<file path="src/rtl/pwm_timer_pkg.sv">
`timescale 1ns/1ps
package pwm_timer_pkg;

    localparam int unsigned DIV_W  = 4;
    localparam int unsigned ADDR_W = 3;

    typedef enum logic [1:0] {
        MODE_HOLD   = 2'b00,
        MODE_EDGE   = 2'b01,
        MODE_CENTER = 2'b10,
        MODE_SPARE  = 2'b11
    } count_mode_e;

    typedef struct packed {
        logic             lo_inv;
        logic             hi_inv;
        logic             lo_en;
        logic             hi_en;
        logic [DIV_W-1:0] div;
        count_mode_e      mode;
    } chan_ctrl_t;

    localparam int unsigned CTRL_W = $bits(chan_ctrl_t);

    localparam logic [ADDR_W-1:0] ADDR_CTRL   = 3'd0;
    localparam logic [ADDR_W-1:0] ADDR_PERIOD = 3'd1;
    localparam logic [ADDR_W-1:0] ADDR_COUNT  = 3'd2;
    localparam logic [ADDR_W-1:0] ADDR_CMP_HI = 3'd3;
    localparam logic [ADDR_W-1:0] ADDR_CMP_LO = 3'd4;

endpackage

</file>
<file path="src/rtl/pwm_prescaler.sv">
`timescale 1ns/1ps
module pwm_prescaler #(
    parameter int DIV_W = 4
) (
    input  logic             clk,
    input  logic             rst_n,
    input  logic             run,
    input  logic             restart,
    input  logic [DIV_W-1:0] div_sel,
    output logic             tick
);
    localparam int PRE_W = (1 << DIV_W) - 1;

    typedef struct packed {
        logic [PRE_W-1:0] phase;
    } pre_state_t;

    pre_state_t st_d, st_q;
    logic [PRE_W-1:0] mask;

    assign mask = ~({PRE_W{1'b1}} << div_sel);
    assign tick = run && (st_q.phase == mask);

    always_comb begin
        st_d = st_q;
        if (restart || !run || tick) begin
            st_d.phase = '0;
        end else begin
            st_d.phase = st_q.phase + 1'b1;
        end
    end

    always_ff @(posedge clk or negedge rst_n) begin
        if (!rst_n) begin
            st_q <= '0;
        end else begin
            st_q <= st_d;
        end
    end
endmodule

</file>
<file path="src/rtl/pwm_counter.sv">
`timescale 1ns/1ps
module pwm_counter import pwm_timer_pkg::*; #(
    parameter int CNT_W = 16
) (
    input  logic             clk,
    input  logic             rst_n,
    input  logic             tick,
    input  count_mode_e      mode,
    input  logic [CNT_W-1:0] period,
    input  logic             load,
    input  logic [CNT_W-1:0] load_val,
    output logic [CNT_W-1:0] cnt,
    output logic             reload
);
    typedef struct packed {
        logic [CNT_W-1:0] value;
        logic             up;
    } cnt_state_t;

    cnt_state_t st_d, st_q;
    logic [CNT_W-1:0] dec;

    assign dec = (st_q.value == '0) ? '0 : st_q.value - 1'b1;
    assign cnt = st_q.value;

    always_comb begin
        st_d   = st_q;
        reload = 1'b0;
        if (load) begin
            st_d.value = load_val;
            st_d.up    = 1'b1;
        end else if (tick) begin
            if (mode == MODE_EDGE) begin
                st_d.up = 1'b1;
                if (st_q.value >= period) begin
                    st_d.value = '0;
                    reload     = 1'b1;
                end else begin
                    st_d.value = st_q.value + 1'b1;
                end
            end else if (st_q.up) begin
                if (st_q.value >= period) begin
                    st_d.value = dec;
                    st_d.up    = (dec == '0);
                    reload     = (dec == '0);
                end else begin
                    st_d.value = st_q.value + 1'b1;
                end
            end else begin
                st_d.value = dec;
                if (dec == '0) begin
                    st_d.up = 1'b1;
                    reload  = 1'b1;
                end
            end
        end
    end

    always_ff @(posedge clk or negedge rst_n) begin
        if (!rst_n) begin
            st_q <= '{value: '0, up: 1'b1};
        end else begin
            st_q <= st_d;
        end
    end
endmodule

</file>
<file path="src/rtl/pwm_outstage.sv">
`timescale 1ns/1ps
module pwm_outstage #(
    parameter int CNT_W = 16
) (
    input  logic [CNT_W-1:0] cnt,
    input  logic [CNT_W-1:0] cmp,
    input  logic             enable,
    input  logic             invert,
    output logic             pwm_o
);
    logic active;

    assign active = enable && (cnt < cmp);
    assign pwm_o  = active ^ invert;
endmodule

</file>
<file path="src/rtl/pwm_timer_chan.sv">
`timescale 1ns/1ps
module pwm_timer_chan import pwm_timer_pkg::*; #(
    parameter int CNT_W = 16
) (
    input  logic              clk,
    input  logic              rst_n,
    input  logic              clk_en_all,
    input  logic              tmr_en,
    input  logic              pwm_en,
    input  logic              wr_en,
    input  logic [ADDR_W-1:0] wr_addr,
    input  logic [CNT_W-1:0]  wr_data,
    output logic              out_hi,
    output logic              out_lo
);
    localparam int NUM_OUT = 2;

    typedef struct packed {
        chan_ctrl_t       ctrl;
        logic [CNT_W-1:0] period;
        logic [CNT_W-1:0] shd_hi;
        logic [CNT_W-1:0] shd_lo;
        logic [CNT_W-1:0] act_hi;
        logic [CNT_W-1:0] act_lo;
    } chan_regs_t;

    chan_regs_t r_d, r_q;

    logic             run;
    logic             tick;
    logic             reload;
    logic             cnt_load;
    logic [CNT_W-1:0] cnt;

    assign run = clk_en_all && tmr_en &&
                 ((r_q.ctrl.mode == MODE_EDGE) || (r_q.ctrl.mode == MODE_CENTER));
    assign cnt_load = wr_en && (wr_addr == ADDR_COUNT);

    pwm_prescaler #(.DIV_W(DIV_W)) u_pre (
        .clk     (clk),
        .rst_n   (rst_n),
        .run     (run),
        .restart (cnt_load),
        .div_sel (r_q.ctrl.div),
        .tick    (tick)
    );

    pwm_counter #(.CNT_W(CNT_W)) u_cnt (
        .clk      (clk),
        .rst_n    (rst_n),
        .tick     (tick),
        .mode     (r_q.ctrl.mode),
        .period   (r_q.period),
        .load     (cnt_load),
        .load_val (wr_data),
        .cnt      (cnt),
        .reload   (reload)
    );

    always_comb begin
        r_d = r_q;
        if (wr_en) begin
            case (wr_addr)
                ADDR_CTRL:   r_d.ctrl   = chan_ctrl_t'(wr_data[CTRL_W-1:0]);
                ADDR_PERIOD: r_d.period = wr_data;
                ADDR_CMP_HI: r_d.shd_hi = wr_data;
                ADDR_CMP_LO: r_d.shd_lo = wr_data;
                default:     ;
            endcase
        end
        if (!run) begin
            r_d.act_hi = r_d.shd_hi;
            r_d.act_lo = r_d.shd_lo;
        end else if (reload) begin
            r_d.act_hi = r_q.shd_hi;
            r_d.act_lo = r_q.shd_lo;
        end
    end

    always_ff @(posedge clk or negedge rst_n) begin
        if (!rst_n) begin
            r_q <= '0;
        end else begin
            r_q <= r_d;
        end
    end

    logic [NUM_OUT-1:0] gate;
    logic [NUM_OUT-1:0] inv;
    logic [NUM_OUT-1:0] pwm_raw;
    logic [CNT_W-1:0]   cmp_sel [NUM_OUT];

    assign gate       = {r_q.ctrl.lo_en, r_q.ctrl.hi_en} & {NUM_OUT{clk_en_all && pwm_en}};
    assign inv        = {r_q.ctrl.lo_inv, r_q.ctrl.hi_inv};
    assign cmp_sel[0] = r_q.act_hi;
    assign cmp_sel[1] = r_q.act_lo;

    for (genvar i = 0; i < NUM_OUT; i++) begin : g_out
        pwm_outstage #(.CNT_W(CNT_W)) u_out (
            .cnt    (cnt),
            .cmp    (cmp_sel[i]),
            .enable (gate[i]),
            .invert (inv[i]),
            .pwm_o  (pwm_raw[i])
        );
    end

    assign out_hi = pwm_raw[0];
    assign out_lo = pwm_raw[1];
endmodule

</file>
<file path="config.mk">
export PLATFORM = sky130hd
export DESIGN_NAME = pwm_timer_chan
export DESIGN_NICKNAME = d
export VERILOG_FILES = /design/src/rtl/pwm_timer_pkg.sv /design/src/rtl/pwm_prescaler.sv /design/src/rtl/pwm_counter.sv /design/src/rtl/pwm_outstage.sv /design/src/rtl/pwm_timer_chan.sv
export SDC_FILE = /design/constraint.sdc
export NUM_CORES = 1
export LEC_CHECK = 0
export BUFFER_PORTS_ARGS = -buffer_cell sky130_fd_sc_hd__buf_2
export CORE_MARGIN = 3
export CORE_UTILIZATION = 57
export CTS_CLUSTER_SIZE = 12
export DETAILED_ROUTE_END_ITERATION = 8
export PLACE_DENSITY = 0.81
export SKIP_LAST_GASP = 1
export SYNTH_ARGS = -nofsm -noshare
export SYNTH_HDL_FRONTEND = slang
export SYNTH_SLANG_ARGS = --single-unit
export TNS_END_PERCENT = 20
</file>
<file path="constraint.sdc">
create_clock -name clk -period 2.8 [get_ports clk]
set_clock_uncertainty 0.05 [all_clocks]
set_input_delay 0.56 -clock clk [delete_from_list [all_inputs] [get_ports clk]]
set_output_delay 0.56 -clock clk [all_outputs]
set_load 0.02 [all_outputs]
</file>
**Word-level counts from Yosys, hierarchy flattened**

Cells that the tools add are included.

- Bits in registers: 122
- ROM bits: 0
- Memories kept: 0
- Input bits: 25
- Bits in latches: 0
- Memory bits (writable): 0
- Word-level logic and storage cells: 71

- Eq/ne operators: 8
- Mux-type cells: 21
- $mul: 0
- Bitwise operators: 4
- Add/sub/neg operators: 3
- Reduce and logical (&&, ||, !) cells: 17
- Divide/modulo/power cells: 0
- Shifts and indexed selects: 1
- $lt $le $gt $ge: 3

Operators by type and width:

| kind | count |
|---|---|
| two-way mux 32 bit | 3 |
| two-way mux 16 bit | 5 |
| two-way mux 17 bit | 4 |
| zero test 16 bit | 2 |
| less-than comparator 16 bit | 2 |
| adder 16 x 1 -> 16 bit (second input constant) | 1 |
| >= comparator 16 bit | 1 |
| subtractor 16 x 1 -> 16 bit (second input constant) | 1 |
| adder 15 x 1 -> 15 bit (second input constant) | 1 |
| equality test 15 bit | 1 |
| two-way mux 15 bit | 1 |
| inverter 15 bit | 1 |
| left shift 15 x 4 -> 15 bit (first input constant) | 1 |
| two-way mux 1 bit | 8 |
| logical AND 1 bit | 7 |
| equality test 3 x 2 -> 1 bit (second input constant) | 2 |
| AND reduction 2 bit | 2 |
| equality test 3 x 1 -> 1 bit (second input constant) | 1 |
| equality test 3 bit (second input constant) | 1 |
| zero test 3 bit | 1 |
| logical OR 1 bit | 3 |
| bitwise AND 2 bit | 1 |
| equality test 2 x 1 -> 1 bit (second input constant) | 1 |
| equality test 2 bit (second input constant) | 1 |
| 4 further kinds | 5 |

**Logic depth before layout (Yosys ltp)**

- Word-level depth: 10
- Gate-level depth with buffers: 12
- Mapped depth without buffers: 10

**Modules after synthesis**

Synthesis repeated with hierarchy kept, for this count alone.

- Cells, all modules: 878
- Area, all modules: 8087.8 um^2

Modules (own cells, without submodules):

| module | cells each | area each (um^2) | sequential area each (um^2) | instances |
|---|---|---|---|---|
| pwm_timer_chan | 324 | 3681.0 | 2252.2 | 1 |
| pwm_counter | 304 | 2371.0 | 426.7 | 1 |
| pwm_prescaler | 144 | 1237.4 | 375.4 | 1 |
| pwm_outstage | 53 | 399.1 | 0.0 | 2 |

**Least setup slack after synthesis**

OpenSTA, ideal clock, no wires.

- Path type: register to output
- Start: register u_cnt.st_q, in the netlist u_cnt.cnt[1]
- End: output port out_hi
- Path buffers: 0
- Required time: 2.190 ns
- Arrival time: 2.195 ns
- Cell stages (with the launch flop): 9
- Setup slack: -0.005 ns
- Path through: dfrtp_1 -> ha_1 -> a21o_1 -> a21oi_1 -> o21ai_0 -> a2111oi_0 -> o21ai_0 -> a31o_2 -> xnor2_1

- Longest elaborated chain between the ends: 3

RTL lines:

| what | RTL line | text |
|---|---|---|
| start, declared | pwm_counter.sv:20 | `cnt_state_t st_d, st_q;` |
| start signal, assigned | pwm_counter.sv:61 | `st_q <= '{value: '0, up: 1'b1};` |
| start signal, assigned | pwm_counter.sv:63 | `st_q <= st_d;` |
| less-than comparator 16 bit | pwm_outstage.sv:13 | `assign active = enable && (cnt < cmp);` |
| logical AND 1 bit | pwm_outstage.sv:13 |  |
| bitwise XOR 1 bit | pwm_outstage.sv:14 | `assign pwm_o = active ^ invert;` |
| end, declared | pwm_timer_chan.sv:13 | `output logic out_hi,` |

Every way passes these cells.

**Final worst setup path**

- Start: register u_cnt.st_q, in the netlist u_cnt.cnt[1]
- End: output port out_lo

- Longest elaborated chain between the ends: 3

RTL lines:

| what | RTL line | text |
|---|---|---|
| less-than comparator 16 bit | pwm_outstage.sv:13 |  |
| logical AND 1 bit | pwm_outstage.sv:13 |  |
| bitwise XOR 1 bit | pwm_outstage.sv:14 |  |
| end, declared | pwm_timer_chan.sv:14 | `output logic out_lo` |

Every way passes these cells.

==> flow_summary.ini <==
[outcome]
status = finished, violations left
violations = negative setup slack

[yosys]
netlist.area_leader.share_pct = 40.1
synth.yosys.warnings = 0
syn_area_um2 = 7560
synth-seq-area-share_pct = 40.4
avgSynthCellArea_um2 = 9.37
synth_top_area_cell = dfrtp_1
synth_flop_cell = dfrtp_1
synthArstFlopShare_pct = 100
yosys.cell_types.count = 68
synth_seq_cells = 122
yosys-top-cells-area = dfrtp_1, ha_1, mux2_2
synth_cells = 807
synth_edf_count = 0
syn-num-nets = 883

[clock_tree]
numCtsBuffers = 17
clk_pin_slew_ns = 0.05
cts_buffer_depth = 2
tritoncts = yes
htreeDepth = 4
cts_sinks = 122
clk_latency_ns = 0.42
cts-root-buf = clkbuf_16
cts_hold_buf = 0

[setup_path]
crit_fanout = 2
cp-end-kind = output pin
crit_arrival_ns = 2.58
worstSetupStartpointType = flop
required_ns = 2.19
critPathKind = reg -> out
ff2ff_setup_slack_ns = -0.36

[final_layout]
diodes = 0
seqCellArea_um2 = 3060
fillerInstances = 909
nets = 953
multi_input_area_um2 = 4270
drive_gt1_share_pct = 23.6
areaGrowthSynthToFinish_pct = 20.3

[global_routing]
overflow = 0
grt_pass1_vias = 6856
grt_max_degree = 123
antenna_found_initial = 0
track_usage_pct = 30.0
grt_pass1_wl_um = 34100

[timing]
max_freq_mhz = 314
postLayoutSetupSlackWorst_ns = -0.389
min_period_ns = 3.19
timing.final.crit_share_pct = 114
fin_tns_setup_ns = -12.32
slew_headroom_pct = 54.9
finalHoldViolCount = 0
worst_pin_slew_ns = 0.676
slew_violations = 0
setup_violations = 61
rsz0062_at_grt = yes

[routing]
dr.pass1.iters = 6
num_vias = 6712
drt.antenna.violating_nets = 0
totalWireLength_um = 21200
via_per_inst = 6.34
drt-wirelength-per-cell_um = 20.1
drc_errors = 0
drt_iter0_markers = 836

[power_and_ir_drop]
ir_drop_mv = 0.562
finalPower_mw = 7.01
p_per_area_nw_per_um2 = 770
p_leak_nw = 4.34

[place]
dp_hpwl_um = 13900
gp_congestion = 0.987
io_buffers = 26

[die]
die_h_um = 121
start_util_pct = 59.2
die-area_um2 = 14700
die_w_um = 121
rows = 41
coreArea_um2 = 12800
ioPinCount = 27

[run]
drv_cap = 0

[worst_hold_path]
hp-class = in -> async
cell usage in the layout, fill, tap and decap left out, drive strengths merged, types with 4 or more instances in the layout:
cell     instances
a2111oi          4
a21o             9
a21oi           67
a221oi           5
a22o             4
a22oi            4
a31oi            4
and2             6
and3             7
and4             6
buf             96
clkbuf          22
dfrtp          121
ha              51
inv             55
mux2            41
mux2i           34
nand2           64
nand3           25
nand4           12
nand4b           5
nor2            80
nor2b            5
nor3            11
o211ai           5
o21a             5
o21ai           49
o22ai            4
o311ai           5
o31ai            6
xnor2           15
xor2            12
synthesized netlist by cell type (all sizes together) (4+ instances only):
library cell / instances
nor2: 80
a22oi: 4
xnor2: 15
mux2i: 34
a22o: 4
nand2: 64
o21ai: 49
buf: 13
nand4: 12
a2111oi: 4
clkbuf: 33
nor3: 11
o21a: 5
o311ai: 5
dfrtp: 121
inv: 55
o31ai: 6
o211ai: 5
and4: 6
nand3: 25
a21o: 9
ha: 51
o22ai: 4
a221oi: 5
and3: 7
and2: 6
xor2: 12
nand4b: 5
a31oi: 4
nor2b: 5
mux2: 41
a21oi: 67
cell type report:
| type | instances | area share (%) |
|---|---|---|
| tap | 172 | 2.37 |
| timing repair buffer | 97 | 8.86 |
| inverter | 55 | 2.27 |
| multi-input combinational | 584 | 46.9 |
| clock inverter | 7 | 0.784 |
| clock buffer | 21 | 5.17 |
| sequential | 122 | 33.6 |
critical path: stages, from the launching register on:
cell	delay, ns
dfrtp_1	0.39
buf_6	0.13
buf_12	0.12
ha_4	0.20
a21o_1	0.18
a21o_1	0.17
a21oi_2	0.14
o2111ai_2	0.15
a31oi_1	0.22
o21ai_1	0.13
xnor2_1	0.17
buf_4	0.16
state kept, by name (all words and copies together), names as in the netlist:
name	flops
r_q	56
u_pre.st_q	15
u_cnt.st_q	1
cmp_sel	32
u_cnt.cnt	16
inv	2
metrics by stage:
stage                     hold WS (ns)  utilization [%]  setup slack (ns)  cells  instance area, um2
after floorplan                  0.214                -           0.00898    807                7570
after global placement           0.449             64.0            -0.187   1017                8180
after detailed placement         0.456             64.0            -0.294   1017                8180
after CTS                        0.224             70.7            -0.346   1055                9040
after global routing             0.212             71.2            -0.535   1058                9090
final                            0.179             71.2            -0.389   1058                9090
final timing paths:
path | startpoint | depth (start not counted) | end
hold / removal | rst_n | 2 | u_pre.st_q[12]
setup reg to reg | u_cnt.cnt[1] | 13 | cmp_sel[9]
setup / recovery | u_cnt.cnt[1] | 11 | out_lo
max in group asynchronous | rst_n | 2 | inv[0]
hold reg to reg | r_q[64] | 1 | r_q[64]
min in group clk | wr_data[10] | 3 | r_q[74]
layer usage:
metal	share of wire, %	GRT usage, %	wire length (um)	vias up
li1	-	-	-	3012
met1	39	36.5	8200	3231
met5	0	0	0	-
met3	7.9	7.74	1680	104
met2	49	49.0	10400	365
met4	4.6	16.0	971	0
timing repair:
item                                    4_1_cts  5_1_grt
endpoints found under the setup margin       64       65
pin swaps                                    26       15
resized for setup                            44        3
setup buffers                                 9        3
cloned                                        2        1
report_power, final:
part / internal, mW / switching, mW
combinational: 1.13 / 1.44
sequential: 2.13 / 0.260
clock: 1.26 / 0.778
total: 4.53 / 2.48
logic make-up after synthesis:
group / synth area share, %
DFF: 40.4
buffers and inverters: 5.91
xor gates and xnor gates: 3.13
AOI/OAI and AO/OA: 15.4
and+or+nand+nor: 16.1
adders and majority gates: 8.44
muxes: 10.6
(Power assumes the default switching activity.)
